--- src/rtl/dma_arb_pkg.sv ---
package dma_arb_pkg;

   // Upper bound on channel count accepted by the elaboration checks.
   localparam int unsigned ARB_MAX_CH = 32;

   // Ownership state of the grant register.
   typedef enum logic {
      ARB_IDLE   = 1'b0,
      ARB_LOCKED = 1'b1
   } arb_state_e;

endpackage

--- src/rtl/dma_arb_swap_map.sv ---
// Computes the neighbour-swap vector from the bandwidth fields and the
// resulting rank list (position 0 = highest priority).
module dma_arb_swap_map #(
   parameter int unsigned NUM_CH = 4,
   parameter int unsigned CTRL_W = 3,
   localparam int unsigned IDX_W = (NUM_CH > 1) ? $clog2(NUM_CH) : 1
) (
   input  logic                          clk,
   input  logic                          rst_n,
   input  logic [NUM_CH*CTRL_W-1:0]      bw_fields,
   output logic [NUM_CH-1:0]             swap_up,
   output logic [NUM_CH-1:0][IDX_W-1:0]  rank_ch
);

   logic [NUM_CH-1:0] fld_zero;

   genvar gi;
   generate
      for (gi = 0; gi < NUM_CH; gi++) begin : g_zero
         assign fld_zero[gi] = ~|bw_fields[gi*CTRL_W +: CTRL_W];
      end

      // Channel 0 has no lower neighbour: it never moves up.
      assign swap_up[0] = 1'b0;

      for (gi = 1; gi < NUM_CH; gi++) begin : g_swap
         // Move up only past a non-zero neighbour that is not itself swapped.
         assign swap_up[gi] = fld_zero[gi] & ~fld_zero[gi-1] & ~swap_up[gi-1];
      end

      for (gi = 0; gi < NUM_CH; gi++) begin : g_rank
         localparam logic [IDX_W-1:0] SELF = IDX_W'(gi);
         if (gi == NUM_CH - 1) begin : g_top
            assign rank_ch[gi] = swap_up[gi] ? IDX_W'(gi - 1) : SELF;
         end else if (gi == 0) begin : g_bot
            assign rank_ch[gi] = swap_up[gi+1] ? IDX_W'(gi + 1) : SELF;
         end else begin : g_mid
            assign rank_ch[gi] = swap_up[gi+1] ? IDX_W'(gi + 1) :
                                 swap_up[gi]   ? IDX_W'(gi - 1) : SELF;
         end
      end
   endgenerate

   // two adjacent channels never both move up, so no swap chains.
   generate
      for (gi = 1; gi < NUM_CH; gi++) begin : g_chk
         assert_swap_pairwise_R4 : assert property (@(posedge clk) disable iff (!rst_n)
            !(swap_up[gi] && swap_up[gi-1]));
      end
   endgenerate

   // the rank list stays a permutation (each channel appears once).
   always_comb begin : rank_perm_chk
      logic [NUM_CH-1:0] seen;
      seen = '0;
      for (int k = 0; k < NUM_CH; k++) begin
         seen[rank_ch[k]] = 1'b1;
      end
      if (rst_n) begin
         assert_rank_permutation_R3 : assert (&seen);
      end
   end

endmodule

--- src/rtl/dma_arb_pick.sv ---
// Chooses the highest-ranked requesting channel from a rank list.
module dma_arb_pick #(
   parameter int unsigned NUM_CH = 4,
   localparam int unsigned IDX_W = (NUM_CH > 1) ? $clog2(NUM_CH) : 1
) (
   input  logic [NUM_CH-1:0]             req,
   input  logic [NUM_CH-1:0][IDX_W-1:0]  rank_ch,
   output logic                          win_vld,
   output logic [IDX_W-1:0]              win_idx,
   output logic [NUM_CH-1:0]             win_oh
);

   logic [NUM_CH-1:0] req_by_rank;

   genvar gp;
   generate
      for (gp = 0; gp < NUM_CH; gp++) begin : g_perm
         assign req_by_rank[gp] = req[rank_ch[gp]];
      end
   endgenerate

   // Scan from lowest rank to highest; the last hit (position 0 side) wins.
   always_comb begin
      win_vld = 1'b0;
      win_idx = '0;
      for (int k = NUM_CH - 1; k >= 0; k--) begin
         if (req_by_rank[k]) begin
            win_vld = 1'b1;
            win_idx = rank_ch[k];
         end
      end
   end

   always_comb begin
      win_oh = '0;
      if (win_vld) begin
         win_oh[win_idx] = 1'b1;
      end
   end

endmodule

--- src/rtl/dma_arb_hold.sv ---
// Grant register with lock: holds the owner until it drops its request.
module dma_arb_hold
   import dma_arb_pkg::*;
#(
   parameter int unsigned NUM_CH = 4,
   localparam int unsigned IDX_W = (NUM_CH > 1) ? $clog2(NUM_CH) : 1
) (
   input  logic               clk,
   input  logic               rst_n,
   input  logic [NUM_CH-1:0]  req,
   input  logic               win_vld,
   input  logic [IDX_W-1:0]   win_idx,
   input  logic [NUM_CH-1:0]  win_oh,
   output logic [NUM_CH-1:0]  gnt,
   output logic [IDX_W-1:0]   gnt_idx,
   output logic               gnt_vld
);

   arb_state_e        st_q, st_d;
   logic [NUM_CH-1:0] oh_q, oh_d;
   logic [IDX_W-1:0]  idx_q, idx_d;
   logic              owner_busy;

   assign owner_busy = (st_q == ARB_LOCKED) && |(req & oh_q);

   always_comb begin
      st_d  = st_q;
      oh_d  = oh_q;
      idx_d = idx_q;
      if (!owner_busy) begin
         if (win_vld) begin
            st_d  = ARB_LOCKED;
            oh_d  = win_oh;
            idx_d = win_idx;
         end else begin
            st_d  = ARB_IDLE;
            oh_d  = '0;
            idx_d = '0;
         end
      end
   end

   always_ff @(posedge clk) begin
      if (!rst_n) begin
         st_q  <= ARB_IDLE;
         oh_q  <= '0;
         idx_q <= '0;
      end else begin
         st_q  <= st_d;
         oh_q  <= oh_d;
         idx_q <= idx_d;
      end
   end

   assign gnt     = oh_q;
   assign gnt_idx = idx_q;
   assign gnt_vld = (st_q == ARB_LOCKED);

   // a busy owner keeps the grant on the next cycle.
   assert_lock_hold_R8 : assert property (@(posedge clk) disable iff (!rst_n)
      (gnt_vld && |(req & gnt)) |=> (gnt == $past(gnt) && gnt_idx == $past(gnt_idx)));

   // any grant goes to a channel that requested at the deciding edge.
   assert_grant_requested_R7 : assert property (@(posedge clk) disable iff (!rst_n)
      gnt_vld |-> |($past(req) & gnt));

   // grant vector is one-hot or zero.
   assert_grant_onehot_R10 : assert property (@(posedge clk) disable iff (!rst_n)
      $onehot0(gnt));

   // valid flag and index agree with the one-hot vector.
   assert_valid_matches_R10 : assert property (@(posedge clk) disable iff (!rst_n)
      (gnt_vld == (gnt != '0)) && (!gnt_vld || gnt[gnt_idx]));

   // no request at an edge leaves the arbiter idle afterwards.
   assert_idle_after_quiet_R9 : assert property (@(posedge clk) disable iff (!rst_n)
      (req == '0) |=> (!gnt_vld && gnt_idx == '0));

endmodule

--- src/rtl/dma_prio_arb.sv ---
module dma_prio_arb
   import dma_arb_pkg::*;
#(
   parameter int unsigned NUM_CH = 4,
   parameter int unsigned CTRL_W = 3,
   localparam int unsigned IDX_W = (NUM_CH > 1) ? $clog2(NUM_CH) : 1
) (
   input  logic                      clk,
   input  logic                      rst_n,
   input  logic [NUM_CH-1:0]         ch_req,
   input  logic [NUM_CH*CTRL_W-1:0]  ch_bw,
   output logic [NUM_CH-1:0]         gnt,
   output logic [IDX_W-1:0]          gnt_idx,
   output logic                      gnt_vld
);

   generate
      if (NUM_CH < 2 || NUM_CH > ARB_MAX_CH) begin : g_bad_ch
         $error("dma_prio_arb: NUM_CH out of range");
      end
      if (CTRL_W < 1) begin : g_bad_w
         $error("dma_prio_arb: CTRL_W must be at least 1");
      end
   endgenerate

   logic [NUM_CH-1:0]             swap_up;
   logic [NUM_CH-1:0][IDX_W-1:0]  rank_ch;
   logic                          win_vld;
   logic [IDX_W-1:0]              win_idx;
   logic [NUM_CH-1:0]             win_oh;

   dma_arb_swap_map #(
      .NUM_CH (NUM_CH),
      .CTRL_W (CTRL_W)
   ) u_map (
      .clk       (clk),
      .rst_n     (rst_n),
      .bw_fields (ch_bw),
      .swap_up   (swap_up),
      .rank_ch   (rank_ch)
   );

   dma_arb_pick #(
      .NUM_CH (NUM_CH)
   ) u_pick (
      .req     (ch_req),
      .rank_ch (rank_ch),
      .win_vld (win_vld),
      .win_idx (win_idx),
      .win_oh  (win_oh)
   );

   dma_arb_hold #(
      .NUM_CH (NUM_CH)
   ) u_hold (
      .clk     (clk),
      .rst_n   (rst_n),
      .req     (ch_req),
      .win_vld (win_vld),
      .win_idx (win_idx),
      .win_oh  (win_oh),
      .gnt     (gnt),
      .gnt_idx (gnt_idx),
      .gnt_vld (gnt_vld)
   );

   // channel 0 never moves up in rank.
   assert_ch0_fixed_R6 : assert property (@(posedge clk) disable iff (!rst_n)
      !swap_up[0]);

   // with no swaps active, a pending channel 0 request wins an arbitration.
   assert_base_order_R2 : assert property (@(posedge clk) disable iff (!rst_n)
      (swap_up == '0 && ch_req[0] && !(gnt_vld && |(ch_req & gnt)))
      |=> (gnt_idx == '0 && gnt_vld));

endmodule

--- config.mk ---
export PLATFORM = sky130hd
export DESIGN_NAME = dma_prio_arb
export DESIGN_NICKNAME = d
export VERILOG_FILES = /design/src/rtl/dma_arb_pkg.sv /design/src/rtl/dma_arb_swap_map.sv /design/src/rtl/dma_arb_pick.sv /design/src/rtl/dma_arb_hold.sv /design/src/rtl/dma_prio_arb.sv
export SDC_FILE = /design/constraint.sdc
export NUM_CORES = 1
export LEC_CHECK = 0
export BUFFER_PORTS_ARGS = -buffer_cell sky130_fd_sc_hd__buf_2
export CAP_MARGIN = 5
export CORE_AREA = 8 8 45 47
export DETAILED_ROUTE_END_ITERATION = 12
export DIE_AREA = 0 0 53 55
export GPL_ROUTABILITY_DRIVEN = 0
export RECOVER_POWER = 100
export SLEW_MARGIN = 10
export SYNTH_ARGS = -nofsm -noshare
export SYNTH_HDL_FRONTEND = slang
export SYNTH_SLANG_ARGS = --single-unit
--- constraint.sdc ---
create_clock -name clk -period 3.5 [get_ports clk]
set_input_delay 0.35 -clock clk [delete_from_list [all_inputs] [get_ports clk]]
set_output_delay 0.35 -clock clk [all_outputs]
set_load 0.005 [all_outputs]
# Yosys cells after proc, flatten, opt, wreduce, memory -nomap -nowiden
# Cells that the tools add are included.
# Widths: inputs -> output; s select.
[word_totals]
ff_bits = 7
input_bits = 18
output_inout_bits = 7
elab_cells = 54
[op_classes]
order_cmp = 6
mux = 27
bitwise = 8
reduce_logical = 10
[op_table]
columns = ["op", "count"]
rows = [
  ["$mux 2", 8],
  ["$lt 2x3->1 const B", 5],
  ["$mux 1", 13],
  ["$reduce_or 3->1", 4],
  ["$bmux 1 s2", 4],
  ["$and 1x1->1", 5],
  ["$and 4x4->4", 1],
  ["$mux 4", 1],
  ["$reduce_or 4->1", 1],
  ["$logic_not 1->1", 3],
  ["$demux 1 s2", 1],
  ["$ge 2x1->1 const B", 1],
  ["$logic_and 1x1->1", 2],
  ["$not 1->1", 2],
]

# Logic depth before layout (Yosys ltp)
# Gate-level depths: netlist (run 1).
[depth]
word_depth = 19
mapped_depth = 5
ltp_nobuf = 5

# Modules after synthesis
# From an unflattened synthesis (run 1), not the netlist that was laid out.
[hier_totals]
hier_cells = 89
hier_area_um2 = 742.0
[modules_own_cells]
columns = ["module", "instances", "cells_per_inst", "area_per_inst_um2"]
rows = [
  ["dma_arb_pick", 1, 39, 309.0],
  ["dma_arb_hold", 1, 32, 301.5],
  ["dma_arb_swap_map", 1, 18, 131.4],
]

# Worst setup path after synthesis (run 1)
# Ideal clock, no wire load.
[synth_path]
kind = "input to register"
from = "input ch_bw[11]"
to = "register u_hold.oh_q[0] (netlist: u_hold.gnt[0])"
setup_time_ns = 0.117
arrival_ns = 1.529
required_time_ns = 3.383
slack_ns = 1.854
cell_stages = 5
path_buffers = 0
path_cell_list = "or4b_1 > a2bb2oi_1 > a21o_1 > and3b_1 > a22o_1"
[synth_between]
elab_chain_len = 16
word_cells_on_any_way = 24
classes_between = "order compare: 2; mux: 17; bitwise: 2; reduce/logical: 3"
[synth_lines]
columns = ["element", "line_no", "rtl"]
rows = [
  ["start: declaration", "dma_prio_arb.sv:11", "input logic [NUM_CH*CTRL_W-1:0] ch_bw,"],
  ["$reduce_or 3->1 *", "dma_arb_swap_map.sv:20", "assign fld_zero[gi] = ~|bw_fields[gi*CTRL_W +: CTRL_W];"],
  ["$logic_not 1->1 *", "dma_arb_swap_map.sv:20", ""],
  ["$and 1x1->1 * (2 in series)", "dma_arb_swap_map.sv:28", "assign swap_up[gi] = fld_zero[gi] & ~fld_zero[gi-1] & ~swap_up[gi-1];"],
  ["$mux 1", "dma_arb_swap_map.sv:34", "assign rank_ch[gi] = swap_up[gi] ? IDX_W'(gi - 1) : SELF;"],
  ["$bmux 1 s2", "dma_arb_pick.sv:18", "assign req_by_rank[gp] = req[rank_ch[gp]];"],
  ["$mux 1 (not written as such)", "dma_arb_pick.sv:18", ""],
  ["$mux 2 (4 in series)", "dma_arb_pick.sv:27", "if (req_by_rank[k]) begin"],
  ["$lt 2x3->1 (not written as such) / $ge 2x1->1 (equally long branches)", "dma_arb_pick.sv:37", "win_oh[win_idx] = 1'b1;"],
  ["$logic_and 1x1->1 (not written as such)", "dma_arb_pick.sv:37", ""],
  ["$mux 1 (not written as such)", "dma_arb_pick.sv:37", ""],
  ["$demux 1 s2", "--", ""],
  ["$mux 4 *", "dma_arb_hold.sv:31", "if (win_vld) begin"],
  ["end signal: assignment", "dma_arb_hold.sv:50", "oh_q <= oh_d;"],
  ["end: declaration", "dma_arb_hold.sv:20", "logic [NUM_CH-1:0] oh_q, oh_d;"],
]
# Mark *: on every way between the ends. The rest lies on a longest branch, timed or not. The select of a mux whose other input is x is not followed.
# A chain may end at the register's enable or synchronous reset.

# Worst setup path after layout (run 1)
# Ends and elaborated chain as after synthesis.

==> results of run 1 <==
critical path, delay by kind of cell:
family,cells,cell delay (ns)
buffers and inverters,1,0.09
AO/OA/AOI/OAI,3,0.52
AND/OR/NAND/NOR,2,0.71
path summary, 6_finish.rpt:
path	from	endpoint	slack, ns	cells past startpoint
setup / recovery	ch_bw[11]	u_hold.gnt[0]$_SDFFE_PN0N_	1.96	6
hold / removal	rst_n	u_hold.gnt_idx[1]$_SDFFE_PN0N_	0.36	2
setup reg to reg	u_hold.gnt[3]$_SDFFE_PN0N_	u_hold.gnt[0]$_SDFFE_PN0N_	2.03	5
hold reg to reg	u_hold.gnt_idx[0]$_SDFFE_PN0N_	u_hold.gnt_idx[0]$_SDFFE_PN0N_	0.46	1
placed cells by master, fill, tap and decap left out:
cell       instances
inv_1              1
a2bb2oi_1          1
o41a_1             1
mux2i_1            1
nand4_1            1
o21ai_0            1
a21oi_1            3
clkbuf_1           6
dfxtp_1            7
clkbuf_4           3
or4b_1             1
nor2b_1            1
nor3_1             2
buf_2             19
a21o_1             3
and2_1             1
a21boi_0           1
nor2_1             1
and3b_1            1
o21bai_1           1
nand2b_1           1
a22oi_1            2
or3_1              1
a22o_1             4
nand3_1            1
Yosys cell counts, drive strengths merged:
cell	count
nor2b	1
a22o	4
or3	1
a21oi	3
nand2b	1
and2	1
a22oi	2
o41a	1
a2bb2oi	1
nor3	2
or4b	1
a21o	3
inv	1
o21ai	1
a21boi	1
nand3	1
and3b	1
nor2	1
mux2i	1
dfxtp	7
nand4	1
o21bai	1
layer usage:
layer,up-vias,wire length [um],share of wire
li1,203,-,-
met2,19,405,0.40
met4,0,0,0
met3,0,187,0.18
met5,-,0,0
met1,165,421,0.42
cell type report:
class	instances	area (um2)	share of cell area
Multi-Input combinational cell	29	206	0.404
Clock buffer	4	26.3	0.0515
Timing Repair Buffer	24	114	0.223
Inverter	1	3.75	0.00735
Sequential cell	7	140	0.275
Tap cell	16	20.0	0.0392
per-stage QoR:
stage                     total power, uW  utilization  cells  cell area, um2
after floorplan                       107            -     37             350
after global placement                127        0.354     77             490
after detailed placement              126        0.354     77             490
after CTS                             200        0.373     81             517
after global routing                  211        0.369     81             510
final                                 195        0.369     81             510
power by group:
part	switching (uW)	internal (uW)
logic	16.3	19.2
registers	3.12	85.1
clock network	27.7	43.4
total	47.2	148
flip-flops by register name, summed over array words and instances (netlist names):
signal	count
u_hold.gnt	4
u_hold.gnt_vld	1
u_hold.gnt_idx	2
cells by family after synthesis:
| family | count (synthesis) |
|---|---|
| multiplexers | 1 |
| AO/OA/AOI/OAI | 17 |
| AND/OR/NAND/NOR | 11 |
| flip-flops | 7 |
| buffers and inverters | 1 |
==> results.txt, run 1 <==
vias in the first global route: 404
Die Wd: 53 um
worst slew pin tran: 0.425 ns
first-pass GRT wire length: 1590 um
Final ANT Viol Nets: 0
status: finished, final reports clean
number of fill cells: 155
type of destination of the critical path: register
largest net degree at the start of global routing: 7
CTS tree: built
simple-gate share of the synthesized area: 0.196
Worst EP required: 3.64 ns
Root Driver: clkbuf_4
cell taking the most area after synthesis: dfxtp_1
DR iter-0 viols: 4
fin crit period: 1.54 ns
GR Overflow Total: 0
power density cells: 382 mW/mm2
met3 usage: 0.0535
# hold bufs at CTS: 0
#FFs+latches synth: 7
setup ws final: 1.96 ns
class of the worst hold path: primary input to register
via-per-instance ratio: 4.78
postcts setup bufs: 0
post-synth top area share: 0.400
crit path kind: primary input to register
Final Hold Viols: 0
met2 Resource Use GR: 0.0996
n_diodes: 0
global routing usage on met1: 0.0775
synthesized area: 350 um2
H-tree Lvls: 1
CP Launch Type: primary input
final net count: 84
most used routing layer in global routing: met2
Final Slew Violations: 0
main combinational cell family by area after synthesis: compound AO/OA/AOI/OAI gates
Row Count: 14
sequential element share of the synthesized area: 0.400
core box area: 0.00138 mm2
MaxCap Viol Count: 0
pre-CTS setup slack: 1.71 ns
Clk pin slew, worst setup/hold paths: 0.05 ns
syn avg cell area: 9.47 um2
Slew HR: 0.714
Post-Synth Adder-Cell Area: 0
drt pass-1 iters: 3
number of remaining DRC errors: 0
total CTS buffers: 3
synth-to-layout area growth: 45.7%
Initial Util: 0.253
Leak: 0.000236 uW
Die Y: 55 um
Post-CTS Resized: 0
CP max stage delay: 0.52 ns
Netlist cell types: 22
worst vdd ir: 0.135 mV
Crit Path Max Fanout: 2
Via Count: 387
clock skew: 0.000199 ns
crit path cell chain: buf_2 > or4b_1 > a2bb2oi_1 > a21o_1 > and3b_1 > a22o_1
Compound-Gate Fraction of Synth Area: 0.364
mux cell area share after synthesis: 0.0286
clock latency on the worst-skew pair: 0.24 ns
fin crit share: 0.440
Tot GR Track Use: 0.0732
clk sinks: 7
IO Pins: 25
Post-Syn Nets: 55
share of cells above drive strength 1: 0.338
die area: 0.00292 mm2
Longest Clk Path Bufs: 2
Final TNS setup: 0 ns
Port Buffers: 24
drt total wl: 1010 um
final setup vio count: 0
FMAX: 650 MHz
YS warnings: 0
Post-Syn Instances: 37
synth top area cells: dfxtp_1, a22o_1, a21o_1
Critical Path AT: 1.68 ns
Slowest-stage cell, CP: or4b_1
hold slack: 0.364 ns
antenna violations before repair: 0
unrepaired setup endpoints after global routing: false
WL/cell: 12.5 um
Synth Area in XOR/XNOR: 0
No activity file was read; power rests on OpenSTA's default activity.
==> run 2: changes to the inputs <==
==> constraint.sdc (replaced) <==
create_clock -name clk -period 1.3 [get_ports clk]
set_input_delay 0.13 -clock clk [delete_from_list [all_inputs] [get_ports clk]]
set_output_delay 0.13 -clock clk [all_outputs]
set_load 0.005 [all_outputs]
==> run 2 against run 1 <==
The flow now finishes with violations (negative setup slack). Final cell count increased by 12%. Sequential share of layout area decreased by 4.8 points. Sequential power increased to 2.7 times the previous value.
==> results.txt, run 2 (synthesis results as in run 1) <==
unrepaired setup endpoints after global routing: true
clock latency on the worst-skew pair: 0.24 ns (about the same)
Initial Util: 0.253 (unchanged)
final setup vio count: 2 (+2)
final net count: 94 (+12%)
antenna violations before repair: 0 (unchanged)
max FFs per register: 4 (unchanged)
clk sinks: 7 (unchanged)
area of the multi-input gates: 233 um2 (+13%)
n_diodes: 0 (unchanged)
class of the worst hold path: primary input to register
Clk pin slew, worst setup/hold paths: 0.05 ns (about the same)
Slew HR: 0.819 (+0.105)
# hold bufs at CTS: 0 (unchanged)
Final TNS setup: -0.0689 ns (-0.0689 ns)
Via Count: 431 (+11%)
most common cell after layout, fill and taps aside: buf_2
Final Core Density: 0.448 (+0.0787)
fin crit period: 1.34 ns
H-tree Lvls: 1 (unchanged)
Final Hold Viols: 0 (unchanged)
Worst EP required: 1.43 ns (-2.21 ns)
GR Overflow Total: 0 (unchanged)
Register Area: 140 um2 (unchanged)
largest net degree at the start of global routing: 6 (-1)
die area: 0.00292 mm2 (unchanged)
worst vdd ir: 0.417 mV (+210%)
Port Buffers: 24 (unchanged)
worst slew pin tran: 0.271 ns (-0.154 ns)
MaxCap Viol Count: 0 (unchanged)
Critical Path AT: 1.47 ns (-0.21 ns)
CTS tree: built
most frequent cells in the layout: buf_2, buf_4, dfxtp_1
FMAX: 749 MHz
drt total wl: 1170 um (+15%)
non-filler cells, final: 91 (+12%)
Slowest-stage cell, CP: or4b_4
IO Pins: 25 (unchanged)
crit path cell chain: buf_6 > or4b_4 > a2bb2oi_2 > a21o_1 > and3b_1 > a22o_1
type of destination of the critical path: register
detailed placer's ending HPWL: 966 um
CP Launch Type: primary input
number of remaining DRC errors: 0 (unchanged)
CP max stage delay: 0.52 ns (about the same)
pre-CTS setup slack: -0.277 ns (-1.99 ns)
crit path kind: primary input to register
number of fill cells: 165 (+6.5%)
status: complete, but fails checks
Die Wd: 53 um (unchanged)
Leak: 0.000295 uW (+25%)
Row Count: 14 (unchanged)
total CTS buffers: 3 (unchanged)
CP top delay family: simple AND/OR/NAND/NOR gates
setup ws final: -0.0352 ns (-2.00 ns)
Crit Path Max Fanout: 2 (unchanged)
worst path bufs/invs: 1 (unchanged)
Final Cell Area: 619 um2 (+21%)
Tot GR Track Use: 0.0886 (+0.0154)
DR iter-0 viols: 1 (-3)
power density cells: 905 mW/mm2 (+140%)
clock skew: 0.00149 ns (+0.00129 ns)
WL/cell: 12.8 um (+2.6%)
via-per-instance ratio: 4.74 (-0.87%)
Die Y: 55 um (unchanged)
Final Slew Violations: 0 (unchanged)
first-pass GRT wire length: 1980 um (+24%)
fin crit share: 1.03
share of cells above drive strength 1: 0.507 (+0.168)
Root Driver: clkbuf_4
area post-placement: 566 um2 (+15%)
vias in the first global route: 445 (+10%)
Longest Clk Path Bufs: 2 (unchanged)
Final ANT Viol Nets: 0 (unchanged)
core box area: 0.00138 mm2 (unchanged)
failing checks: negative setup slack
drt pass-1 iters: 2 (-1)
synth-to-layout area growth: 76.8%
placed cell count: 87 (+13%)
==> run 2: cell count changes in the layout (fill, tap and decap cells not counted), sizes merged <==
| cell | delta |
|---|---|
| buf | +11 |
| clkbuf | -1 |
==> run 2: path summary, 6_finish.rpt <==
kind	start	to	slack, ns	cells past startpoint
worst max-delay path	ch_bw[11]	u_hold.gnt[2]$_SDFFE_PN0N_	-0.04	6
worst min register to register	u_hold.gnt_idx[0]$_SDFFE_PN0N_	u_hold.gnt_idx[0]$_SDFFE_PN0N_	0.45	1
worst min-delay path	rst_n	u_hold.gnt_idx[1]$_SDFFE_PN0N_	0.15	2
worst max register to register	u_hold.gnt[1]$_SDFFE_PN0N_	u_hold.gnt[2]$_SDFFE_PN0N_	0.04	5
==> run 2: per-layer routing <==
layer,vias to the layer above,wire length [um],track usage
met3,0,169,0.0401
met5,-,0,0
met2,19,549,0.133
met1,189,450,0.102
li1,223,-,-
met4,0,0,0.0517
==> run 2: area by class of cell <==
type,count,share of cell area
clock buffers,4,0.0424
inverters,1,0.00606
multi-input cells,29,0.376
flip-flops and latches,7,0.226
well taps,16,0.0323
repair buffers,34,0.317
==> run 2: what timing repair did <==
action	in CTS	in global routing
pin swaps	2	3
endpoints found under the setup margin	4	4
gates resized for setup	4	5
buffers inserted	0	0
==> run 2: worst reg2reg max path, delay by kind of cell, from the launching register on <==
| family | cells | cell delay [ns] |
|---|---|---|
| AO/OA/AOI/OAI | 3 | 0.49 |
| flip-flops | 1 | 0.34 |
| AND/OR/NAND/NOR | 2 | 0.33 |
==> run 2: per-stage QoR <==
step	hold WS [ns]	power (uW)
after CTS	0.131	570
after global placement	0.383	363
after floorplan	0.258	287
after global routing	0.166	608
final	0.147	561
after detailed placement	0.387	364
==> run 2: where the power goes <==
group	leakage, uW	switching, uW	internal (uW)	total [uW]
logic	0.000223	54.9	79.9	135
clock network	0.0000150	72.7	117	189
registers	0.0000576	7.44	229	237
total	0.000295	135	426	561
==> run 3: changes to the inputs <==
--- a/config.mk
+++ b/config.mk
@@ -7,12 +7,14 @@
 export LEC_CHECK = 0
 export BUFFER_PORTS_ARGS = -buffer_cell sky130_fd_sc_hd__buf_2
 export CAP_MARGIN = 5
-export CORE_AREA = 8 8 45 47
+export CORE_MARGIN = 8
+export CORE_UTILIZATION = 44
 export DETAILED_ROUTE_END_ITERATION = 12
-export DIE_AREA = 0 0 53 55
 export GPL_ROUTABILITY_DRIVEN = 0
+export PLACE_DENSITY = 0.74
 export RECOVER_POWER = 100
 export SLEW_MARGIN = 10
 export SYNTH_ARGS = -nofsm -noshare
 export SYNTH_HDL_FRONTEND = slang
+export SYNTH_HIERARCHICAL = 1
 export SYNTH_SLANG_ARGS = --single-unit
==> run 3 against run 2 <==
Worst hold slack improved by 0.055 ns. Design area increased by 77%. Combinational power increased to 2.7 times the previous value. Synthesized area increased by 100%. Clock skew increased by 0.0049 ns. Largest cell class unchanged. Global-route usage increased by 3.6 points. Sequential share of layout area decreased by 9.8 points. Critical endpoint is now u_hold/gnt[0]$_SDFFE_PN0N_. Power increased by 46%. Count of clock-buffer cells in the layout unchanged. Synthesized cell count increased by 130%. The flow still finishes with violations (negative setup slack).
==> results.txt, run 3 <==
crit path kind: primary input to register
clk sinks: 7 (unchanged)
drt total wl: 2000 um (+71%)
# hold bufs at CTS: 0 (unchanged)
IO Pins: 25 (unchanged)
die area: 0.00317 mm2 (+8.9%)
class of the worst hold path: primary input to register
max FFs per register: 4 (unchanged)
final setup vio count: 7 (+5)
clock skew: 0.00642 ns (+0.00493 ns)
Die Wd: 56.3 um (+6.3%)
Initial Util: 0.470 (+0.216)
power density cells: 746 mW/mm2 (-18%)
via-per-instance ratio: 5.31 (+12%)
R2R depth: 3 (-2)
first-pass GRT wire length: 3360 um (+70%)
Final Slew Violations: 0 (unchanged)
clock latency on the worst-skew pair: 0.25 ns (about the same)
worst r2r dst: u_hold/gnt_vld$_SDFFE_PN0N_
total CTS buffers: 3 (unchanged)
Root Driver: clkbuf_4
Leak: 0.000531 uW (+80%)
Clk pin slew, worst setup/hold paths: 0.05 ns (about the same)
fin crit share: 1.62 (+0.588)
detailed placer's ending HPWL: 1520 um (+57%)
unrepaired setup endpoints after global routing: true
CP top delay family: simple AND/OR/NAND/NOR gates
worst path bufs/invs: 1 (unchanged)
Row Count: 14 (unchanged)
type of destination of the critical path: register
Hold Path End: u_hold/gnt[0]$_SDFFE_PN0N_
drt pass-1 iters: 4 (+2)
worst vdd ir: 0.906 mV (+120%)
WL/cell: 13.6 um (+5.7%)
area of the multi-input gates: 588 um2 (+150%)
Final TNS setup: -5.10 ns (-5.03 ns)
Port Buffers: 24 (unchanged)
FMAX: 476 MHz (-36%)
Crit Path Max Fanout: 5 (+3)
Critical Path AT: 2.23 ns (+0.76 ns)
Final ANT Viol Nets: 0 (unchanged)
Post-Syn Instances: 85 (+130%)
Post-Syn Nets: 103 (+87%)
status: complete, but fails checks
failing checks: negative setup slack
CTS tree: built
hold path cells: 3 (+1)
number of fill cells: 110 (-33%)
Die Y: 56.3 um (+2.4%)
setup ws final: -0.800 ns (-0.765 ns)
MaxCap Viol Count: 0 (unchanged)
CP max stage delay: 0.55 ns (+0.03 ns)
fin crit period: 2.10 ns (+0.765 ns)
Worst EP required: 1.43 ns (about the same)
Final Hold Viols: 0 (unchanged)
CP Launch Type: primary input
most common cell after layout, fill and taps aside: buf_4
synth-to-layout area growth: 52.8%
most frequent cells in the layout: buf_4, buf_2, nand2_1
Tot GR Track Use: 0.125 (+0.0363)
syn avg cell area: 8.42 um2 (-11%)
R2R Path Start: u_hold/gnt[0]$_SDFFE_PN0N_
Slowest-stage cell, CP: mux4_2
YS warnings: 6 (+6)
Longest Clk Path Bufs: 2 (unchanged)
antenna violations before repair: 0 (unchanged)
DR iter-0 viols: 16 (+15)
Register Area: 140 um2 (unchanged)
hold path startpoint: rst_n
number of remaining DRC errors: 0 (unchanged)
largest net degree at the start of global routing: 9 (+3)
share of cells above drive strength 1: 0.489 (-0.0181)
vias in the first global route: 771 (+73%)
reg-to-reg setup timing slack: 0.12 ns (+0.08 ns)
n_diodes: 0 (unchanged)
Via Count: 780 (+81%)
final net count: 150 (+60%)
crit path cell chain: buf_6 > or3_4 > mux2i_4 > mux4_2 > nor3b_2 > a21oi_2 > a221oi_4 > and3b_1 > nand2_1 > mux2i_1
synthesized area: 716 um2 (+100%)
pre-CTS setup slack: -1.09 ns (-0.809 ns)
GR Overflow Total: 0 (unchanged)
core box area: 0.00152 mm2 (+10%)
H-tree Lvls: 1 (unchanged)
[run 3: final cells by class]
| type | count | area share |
|---|---|---|
| sequential | 7 | 0.128 |
| tap | 16 | 0.0183 |
| multi-input combinational | 70 | 0.538 |
| clock buffer | 4 | 0.0240 |
| timing repair buffer | 46 | 0.278 |
| inverter | 4 | 0.0137 |
[run 3: where the power goes]
part / internal, uW / total, uW / switching (uW)
Clock: 117 / 192 / 75.6
Combinational: 202 / 369 / 167
Sequential: 239 / 254 / 15.1
[run 3: worst max path at each step]
stage	start	endpoint	slack, ns	depth (start not counted)
floorplan	ch_bw[8]	u_hold/gnt[0]$_SDFFE_PN0N_	-0.93	9
global route	ch_bw[11]	u_hold/gnt[1]$_SDFFE_PN0N_	-0.94	10
finish	ch_bw[11]	u_hold/gnt[0]$_SDFFE_PN0N_	-0.80	10
global placement	ch_bw[10]	u_hold/gnt[0]$_SDFFE_PN0N_	-1.03	10
detailed placement	ch_bw[10]	u_hold/gnt[0]$_SDFFE_PN0N_	-1.09	10
CTS	ch_bw[10]	u_hold/gnt[0]$_SDFFE_PN0N_	-0.78	10
[run 3: routing by layer]
metal,vias up,global-route usage,part of all wire
li1,398,-,-
met1,359,0.158,0.44
met3,0,0.0539,0.066
met5,-,0,0
met4,0,0,0
met2,23,0.203,0.49
[run 3: worst reg2reg max path, delay by kind of cell (launching register included)]
| family | cells | cell delay [ns] |
|---|---|---|
| compound gates | 3 | 0.72 |
| flops | 1 | 0.32 |
[run 3: per-stage QoR]
step,instance area [um2],total power [uW],hold slack (ns),util,cells
after detailed placement,992,575,0.448,0.651,140
after global routing,1090,877,0.224,0.718,147
after CTS,1070,808,0.186,0.704,147
after global placement,992,569,0.440,0.651,140
after floorplan,734,446,0.276,-,85
final,1090,816,0.202,0.718,147
[run 3: repair_timing]
item                                   in CTS  in global routing
pin swaps                                   2                  7
setup endpoints to repair                   7                  7
endpoints found under the hold margin       0                  0
setup buffers                               3                  0
gates resized for setup                    10                  3
